`config.mk`:
```
export PLATFORM = sky130hd
export DESIGN_NAME = sys_trap_unit
export DESIGN_NICKNAME = d
export VERILOG_FILES = /design/src/rtl/sys_trap_pkg.sv /design/src/rtl/code_match.sv /design/src/rtl/sat_counter.sv /design/src/rtl/obs_bank.sv /design/src/rtl/sys_trap_unit.sv
export SDC_FILE = /design/constraint.sdc
export NUM_CORES = 2
export LEC_CHECK = 0
export CAP_MARGIN = 20
export CORE_UTILIZATION = 25
export CTS_CLUSTER_SIZE = 25
export DETAILED_ROUTE_END_ITERATION = 12
export DONT_BUFFER_PORTS = 1
export HOLD_SLACK_MARGIN = 0.03
export SLEW_MARGIN = 40
export SYNTH_ARGS = -nofsm -noshare
export SYNTH_HDL_FRONTEND = slang
export SYNTH_SLANG_ARGS = --single-unit
```
`constraint.sdc`:
```
create_clock -name clk -period 13 [get_ports clk]
set_input_delay 3.25 -clock clk [delete_from_list [all_inputs] [get_ports clk]]
set_output_delay 3.25 -clock clk [all_outputs]
set_load 0.03 [all_outputs]
```
`src/rtl/sys_trap_pkg.sv`:
```
package sys_trap_pkg;

  localparam logic [5:0] OPC_SPECIAL = 6'h00;
  localparam logic [5:0] FN_SYSCALL  = 6'h0C;
  localparam logic [4:0] GPR_RESULT  = 5'd2;

  typedef enum logic {
    ST_FETCH = 1'b0,
    ST_HALT  = 1'b1
  } ctl_state_e;

  typedef enum logic {
    CAUSE_OPCODE  = 1'b0,
    CAUSE_SYSCALL = 1'b1
  } halt_cause_e;

  typedef struct packed {
    logic [31:0] a0;
    logic [31:0] a1;
    logic [31:0] a2;
    logic [31:0] a3;
  } arg_set_t;

endpackage

```
`src/rtl/code_match.sv`:
```
module code_match #(
  parameter int NUM_CODES = 11,
  parameter logic [NUM_CODES*32-1:0] CODE_TABLE = '0,
  localparam int IDX_W = (NUM_CODES > 1) ? $clog2(NUM_CODES) : 1
) (
  input  logic [31:0]      code,
  output logic             hit,
  output logic [IDX_W-1:0] idx
);

  logic [NUM_CODES-1:0] match;

  for (genvar g = 0; g < NUM_CODES; g++) begin : g_cmp
    assign match[g] = (code == CODE_TABLE[g*32 +: 32]);
  end

  // lowest table position wins if an entry is duplicated
  always_comb begin
    idx = '0;
    for (int i = NUM_CODES - 1; i >= 0; i--) begin
      if (match[i]) idx = IDX_W'(i);
    end
  end

  assign hit = |match;

endmodule

```
`src/rtl/sat_counter.sv`:
```
module sat_counter #(
  parameter int W = 32
) (
  input  logic         clk,
  input  logic         rst,
  input  logic         inc,
  output logic [W-1:0] q
);

  localparam logic [W-1:0] TOP = '1;

  always_ff @(posedge clk) begin
    if (rst)                   q <= '0;
    else if (inc && q != TOP)  q <= q + 1'b1;
  end

endmodule

```
`src/rtl/obs_bank.sv`:
```
module obs_bank
  import sys_trap_pkg::*;
#(
  parameter int NUM_CODES = 11,
  parameter int CNT_W     = 16,
  localparam int IDX_W = (NUM_CODES > 1) ? $clog2(NUM_CODES) : 1
) (
  input  logic             clk,
  input  logic             rst,
  input  logic             upd_en,
  input  logic [IDX_W-1:0] upd_idx,
  input  logic [31:0]      upd_pc,
  input  arg_set_t         upd_args,
  input  logic [IDX_W-1:0] obs_sel,
  output logic             obs_seen,
  output logic [CNT_W-1:0] obs_count,
  output logic [31:0]      obs_first_pc,
  output arg_set_t         obs_args
);

  localparam logic [CNT_W-1:0] CNT_TOP = '1;

  logic             seen_q  [NUM_CODES];
  logic [CNT_W-1:0] cnt_q   [NUM_CODES];
  logic [31:0]      fpc_q   [NUM_CODES];
  arg_set_t         args_q  [NUM_CODES];

  // record update: count always, capture only on first call
  always_ff @(posedge clk) begin
    if (rst) begin
      for (int i = 0; i < NUM_CODES; i++) begin
        seen_q[i] <= 1'b0;
        cnt_q[i]  <= '0;
        fpc_q[i]  <= '0;
        args_q[i] <= '0;
      end
    end else if (upd_en) begin
      for (int i = 0; i < NUM_CODES; i++) begin
        if (upd_idx == IDX_W'(i)) begin
          seen_q[i] <= 1'b1;
          if (cnt_q[i] != CNT_TOP) cnt_q[i] <= cnt_q[i] + 1'b1;
          if (!seen_q[i]) begin
            fpc_q[i]  <= upd_pc;
            args_q[i] <= upd_args;
          end
        end
      end
    end
  end

  // registered read port; out-of-range select reads zero
  always_ff @(posedge clk) begin
    if (rst) begin
      obs_seen     <= 1'b0;
      obs_count    <= '0;
      obs_first_pc <= '0;
      obs_args     <= '0;
    end else begin
      obs_seen     <= 1'b0;
      obs_count    <= '0;
      obs_first_pc <= '0;
      obs_args     <= '0;
      for (int i = 0; i < NUM_CODES; i++) begin
        if (obs_sel == IDX_W'(i)) begin
          obs_seen     <= seen_q[i];
          obs_count    <= cnt_q[i];
          obs_first_pc <= fpc_q[i];
          obs_args     <= args_q[i];
        end
      end
    end
  end

endmodule

```
`src/rtl/sys_trap_unit.sv`:
```
module sys_trap_unit
  import sys_trap_pkg::*;
#(
  parameter int NUM_CODES = 11,
  parameter logic [NUM_CODES*32-1:0] CODE_TABLE = {
    32'hFFFF_FFBD, 32'h0000_007A, 32'h0000_0078, 32'h0000_0077,
    32'h0000_0076, 32'h0000_006B, 32'h0000_0064, 32'h0000_0044,
    32'h0000_0040, 32'h0000_003D, 32'h0000_003C},
  parameter int CNT_W = 16,
  parameter int RET_W = 32,
  localparam int IDX_W = (NUM_CODES > 1) ? $clog2(NUM_CODES) : 1
) (
  input  logic               clk,
  input  logic               rst,
  input  logic               ex_valid,
  input  logic [31:0]        ex_pc,
  input  logic [31:0]        ex_instr,
  input  logic               ex_other_ok,
  input  logic [31:0]        rs_v1,
  input  logic [31:0]        rs_a0,
  input  logic [31:0]        rs_a1,
  input  logic [31:0]        rs_a2,
  input  logic [31:0]        rs_a3,
  input  logic [IDX_W-1:0]   obs_sel,
  output logic               fetch_req,
  output logic               retire_pulse,
  output logic               pc_load,
  output logic [31:0]        pc_next,
  output logic               gpr_we,
  output logic [4:0]         gpr_waddr,
  output logic [31:0]        gpr_wdata,
  output logic               shd_we,
  output logic [4:0]         shd_waddr,
  output logic [127:0]       shd_wdata,
  output logic               halted,
  output logic               halt_cause,
  output logic [31:0]        halt_pc,
  output logic [31:0]        halt_instr,
  output logic [RET_W-1:0]   retire_count,
  output logic               obs_seen,
  output logic [CNT_W-1:0]   obs_count,
  output logic [31:0]        obs_first_pc,
  output logic [31:0]        obs_a0,
  output logic [31:0]        obs_a1,
  output logic [31:0]        obs_a2,
  output logic [31:0]        obs_a3
);

  ctl_state_e       state_q;
  logic             is_sys;
  logic             live;
  logic             code_hit;
  logic [IDX_W-1:0] code_idx;
  logic             take_call;
  logic             bad_call;
  logic             bad_op;
  arg_set_t         cur_args;
  arg_set_t         rd_args;

  assign is_sys    = (ex_instr[31:26] == OPC_SPECIAL) && (ex_instr[5:0] == FN_SYSCALL);
  assign live      = ex_valid && (state_q == ST_FETCH);
  assign take_call = live && is_sys && code_hit;
  assign bad_call  = live && is_sys && !code_hit;
  assign bad_op    = live && !is_sys && !ex_other_ok;
  assign cur_args  = '{a0: rs_a0, a1: rs_a1, a2: rs_a2, a3: rs_a3};

  code_match #(
    .NUM_CODES  (NUM_CODES),
    .CODE_TABLE (CODE_TABLE)
  ) u_match (
    .code (rs_v1),
    .hit  (code_hit),
    .idx  (code_idx)
  );

  // control state, writeback and diagnostics
  always_ff @(posedge clk) begin
    if (rst) begin
      state_q      <= ST_FETCH;
      retire_pulse <= 1'b0;
      pc_load      <= 1'b0;
      pc_next      <= '0;
      gpr_we       <= 1'b0;
      gpr_waddr    <= '0;
      gpr_wdata    <= '0;
      shd_we       <= 1'b0;
      shd_waddr    <= '0;
      shd_wdata    <= '0;
      halt_cause   <= CAUSE_OPCODE;
      halt_pc      <= '0;
      halt_instr   <= '0;
    end else begin
      retire_pulse <= 1'b0;
      pc_load      <= 1'b0;
      gpr_we       <= 1'b0;
      shd_we       <= 1'b0;
      if (take_call) begin
        retire_pulse <= 1'b1;
        pc_load      <= 1'b1;
        pc_next      <= ex_pc + 32'd4;
        gpr_we       <= 1'b1;
        gpr_waddr    <= GPR_RESULT;
        gpr_wdata    <= '0;
        shd_we       <= 1'b1;
        shd_waddr    <= GPR_RESULT;
        shd_wdata    <= '0;
        state_q      <= ST_FETCH;
      end else if (bad_call || bad_op) begin
        state_q    <= ST_HALT;
        halt_cause <= bad_call ? CAUSE_SYSCALL : CAUSE_OPCODE;
        halt_pc    <= ex_pc;
        halt_instr <= ex_instr;
      end
    end
  end

  assign fetch_req = (state_q == ST_FETCH);
  assign halted    = (state_q == ST_HALT);

  sat_counter #(.W(RET_W)) u_retire_ctr (
    .clk (clk),
    .rst (rst),
    .inc (take_call),
    .q   (retire_count)
  );

  obs_bank #(
    .NUM_CODES (NUM_CODES),
    .CNT_W     (CNT_W)
  ) u_obs (
    .clk          (clk),
    .rst          (rst),
    .upd_en       (take_call),
    .upd_idx      (code_idx),
    .upd_pc       (ex_pc),
    .upd_args     (cur_args),
    .obs_sel      (obs_sel),
    .obs_seen     (obs_seen),
    .obs_count    (obs_count),
    .obs_first_pc (obs_first_pc),
    .obs_args     (rd_args)
  );

  assign obs_a0 = rd_args.a0;
  assign obs_a1 = rd_args.a1;
  assign obs_a2 = rd_args.a2;
  assign obs_a3 = rd_args.a3;

endmodule

```
==> results.json <==
{
  "die_y_um": 616,
  "cp_slowest_cell": "nand2_4",
  "htree_levels": 5,
  "drc": 0,
  "post-route-util_pct": 28.7,
  "power.leakage_uw": 0.0354,
  "hold_class": "reg2reg",
  "io-pin-count": 714,
  "ant_nets": 0,
  "crit_top_cell": "nand3_1",
  "synth_cell_types": 71,
  "synth_area_sq_mm": 0.0942,
  "power.density_mw_per_mm2": 155,
  "cts_buffers": 265,
  "slew_viol_final": 0,
  "cts_hold_buf": 0,
  "max_stage_delay_ps": 690,
  "hold_violations": 0,
  "cts_root_buf": "clkbuf_16",
  "dp.final_hpwl_um": 187000,
  "clk_pin_slew_worst_paths_ps": 60,
  "grt_pass1_vias": 59867,
  "syn_inst": 7639,
  "synth_seq_area_share_pct": 68.5,
  "fp-row-count": 225,
  "drtPass1Iterations": 8,
  "relSlewSlack_pct": 4.50,
  "layout_setup_ws_ps": 5910,
  "vias": 62483,
  "pwr-share-clk_pct": 44.7,
  "grt_usage_pct": 16.4,
  "initial_core_util_pct": 25.1,
  "cts.sinks": 2256,
  "area_delta_synth_final_pct": 14.2,
  "synth_edf_count": 1938,
  "critPathBufInv": 2,
  "tightest_slew_ps": 1430,
  "pre_cts_ws_ps": 4870,
  "ys_warn_count": 0,
  "cts_resized": 0,
  "critical_path_peak_fanout": 75,
  "clock_path_buffers": 4,
  "final_cell_mix": "1,938 x edfxtp_1, 1,890 x nor2_1, 318 x dfxtp_1",
  "dp_cells": 12072,
  "fp.dieW_um": 616,
  "crit_arrival_ps": 7620,
  "hold_ws_ps": 487,
  "syn_avg_cell_area_sq_um": 12.3,
  "dieArea_sq_mm": 0.379,
  "post_drt_via_cell_ratio": 4.96,
  "port_buffers": 0,
  "worstSetupStartpointType": "input pin",
  "seq_power_share_pct": 50.5,
  "gp_congestion": 0.811,
  "p_comb_share_pct": 4.9,
  "internal_power_uw": 12700,
  "gr-total-overflow": 0,
  "async_flop_share_pct": 0,
  "ir_drop_uv": 98.1,
  "crit_chain": "nor4_1 > nand3_1 > nor2_1 > nand3_1 > or4b_4 > nand2b_4 > nand2_4 > buf_12 > buf_16",
  "routed_wl_um": 324000,
  "max_freq_mhz": 141,
  "design.core.area_sq_mm": 0.375,
  "dr.first_iter.drc_count": 7635,
  "grt_max_degree": 352,
  "max_cap_violations": 0,
  "rsz0062_at_grt": "no",
  "layout.cells.non_filler": 12602,
  "grt_first_pass_wirelength_um": 454000,
  "required_ps": 13530,
  "status": "finished, final reports clean",
  "ys.flop_type": "edfxtp_1",
  "cpLargestDelayFamily": "simple AND/OR/NAND/NOR gates",
  "antenna_found_initial": 68,
  "final_common_cell": "edfxtp_1",
  "ys_ff_latch": 2256,
  "p_sw_share_pct": 24.0,
  "setup_tns_ps": 0,
  "finalCritPeriodShare_pct": 54.6,
  "period_needed_ps": 7090,
  "wl_per_cell_um": 25.7,
  "cts_tree": "done",
  "setup_violations": 0,
  "skew_ps": 49.1,
  "postCtsSetupBuffers": 0,
  "cp-end-kind": "flip-flop",
  "path_class": "in2reg",
  "p_sw_uw": 3990,
  "fin_nets": 7595,
  "clk_latency_ps": 910,
  "drive_above_1_share_pct": 9.46
}
-- worst paths after layout --
check,from,endpoint,slack (ps),cells after the start
worst max-delay path,ex_instr[31],u_obs.fpc_q[3][56],5910,9
worst min-delay path,u_obs.seen_q[0][4],u_obs.seen_q[0][4],490,2
worst max register to register,halted,u_obs.fpc_q[3][56],8010,9
worst min register to register,u_obs.seen_q[0][4],u_obs.seen_q[0][4],490,2
-- cell usage after synthesis, types with 7 or more instances --
master | number | area share (%)
a211oi_1 | 61 | 0.49
a21oi_1 | 170 | 0.90
a221oi_1 | 244 | 2.3
a222oi_1 | 124 | 1.3
a22o_1 | 205 | 1.9
a22oi_1 | 140 | 1.1
a31oi_1 | 96 | 0.64
and2_1 | 14 | 0.093
and3_1 | 74 | 0.49
and4_1 | 12 | 0.11
buf_1 | 19 | 0.076
buf_12 | 10 | 0.21
buf_2 | 66 | 0.35
buf_4 | 172 | 1.4
clkbuf_1 | 585 | 2.3
dfxtp_1 | 318 | 6.8
edfxtp_1 | 1938 | 62
ha_1 | 13 | 0.17
inv_1 | 190 | 0.76
mux2_2 | 10 | 0.12
mux2i_1 | 89 | 0.95
mux4_2 | 26 | 0.62
nand2_1 | 314 | 1.3
nand2b_1 | 8 | 0.053
nand3_1 | 159 | 0.84
nand4_1 | 46 | 0.31
nor2_1 | 1892 | 7.5
nor2_4 | 89 | 1.1
nor2b_1 | 17 | 0.11
nor3_1 | 92 | 0.49
nor4_1 | 17 | 0.11
o21ai_0 | 111 | 0.59
o22ai_1 | 21 | 0.14
o31ai_1 | 9 | 0.072
o41ai_1 | 7 | 0.065
or2_2 | 11 | 0.073
or3_1 | 9 | 0.060
or4_1 | 10 | 0.080
xnor2_1 | 75 | 0.70
xor2_1 | 106 | 0.99
-- cells by family (layout without fill, tap and decap cells) --
group	after synthesis	count (layout)	synth area share, %
mux	125	125	1.69
flops	2256	2256	68.5
compound gates	1219	1219	9.80
simple gates	2799	2799	13.0
other cells	1	219	0.00398
buf+inv	1045	796	5.13
xor+xnor	181	181	1.68
fa+ha+maj	13	13	0.173
-- sequential cells by signal, summed over array words and instances (netlist names), 128 cells and up --
register	cells
u_obs.args_q	1408
u_obs.obs_args	128
u_obs.cnt_q	176
u_obs.fpc_q	352
-- metrics by stage --
stage	area (sq um)	total power (uW)
5_1_grt	108000	17100
3_3_place_gp	98400	9350
6_report	108000	16700
3_5_place_dp	98800	9370
2_1_floorplan	94900	9090
4_1_cts	107000	16800
-- routing by layer --
layer	global-route usage (%)	vias up	wire, um
met1	20.6	31668	126000
met3	3.80	606	30800
met2	27.4	3195	155000
met4	6.06	46	12000
met5	0	-	283
li1	-	26968	-
-- layout make-up --
type	count	area, sq um
antenna	51	128
clock buffer	342	7310
clock inverter	132	1260
fill	37971	268000
inverter	190	721
multi-input combinational	4505	25900
sequential	2256	64600
tap	4994	6250
timing repair buffer	132	1460
-- worst register-to-register path, cell delays in order (launching register included) --
cell and delay, ps:
dfxtp_1 430, inv_1 300, nand2_1 300, nor2_1 610, nand3_1 240, or4b_4 590
nand2b_4 470, nand2_4 720, buf_12 330, buf_16 460
-- power groups by stage --
stage	Combinational (uW)	Clock [uW]	Sequential (uW)
final	810	7440	8400
after global routing	858	7830	8430
after CTS	815	7560	8400
after detailed placement	812	0	8550
after global placement	802	0	8550
after floorplan	553	0	8540
No activity file was read; power rests on OpenSTA's default activity.
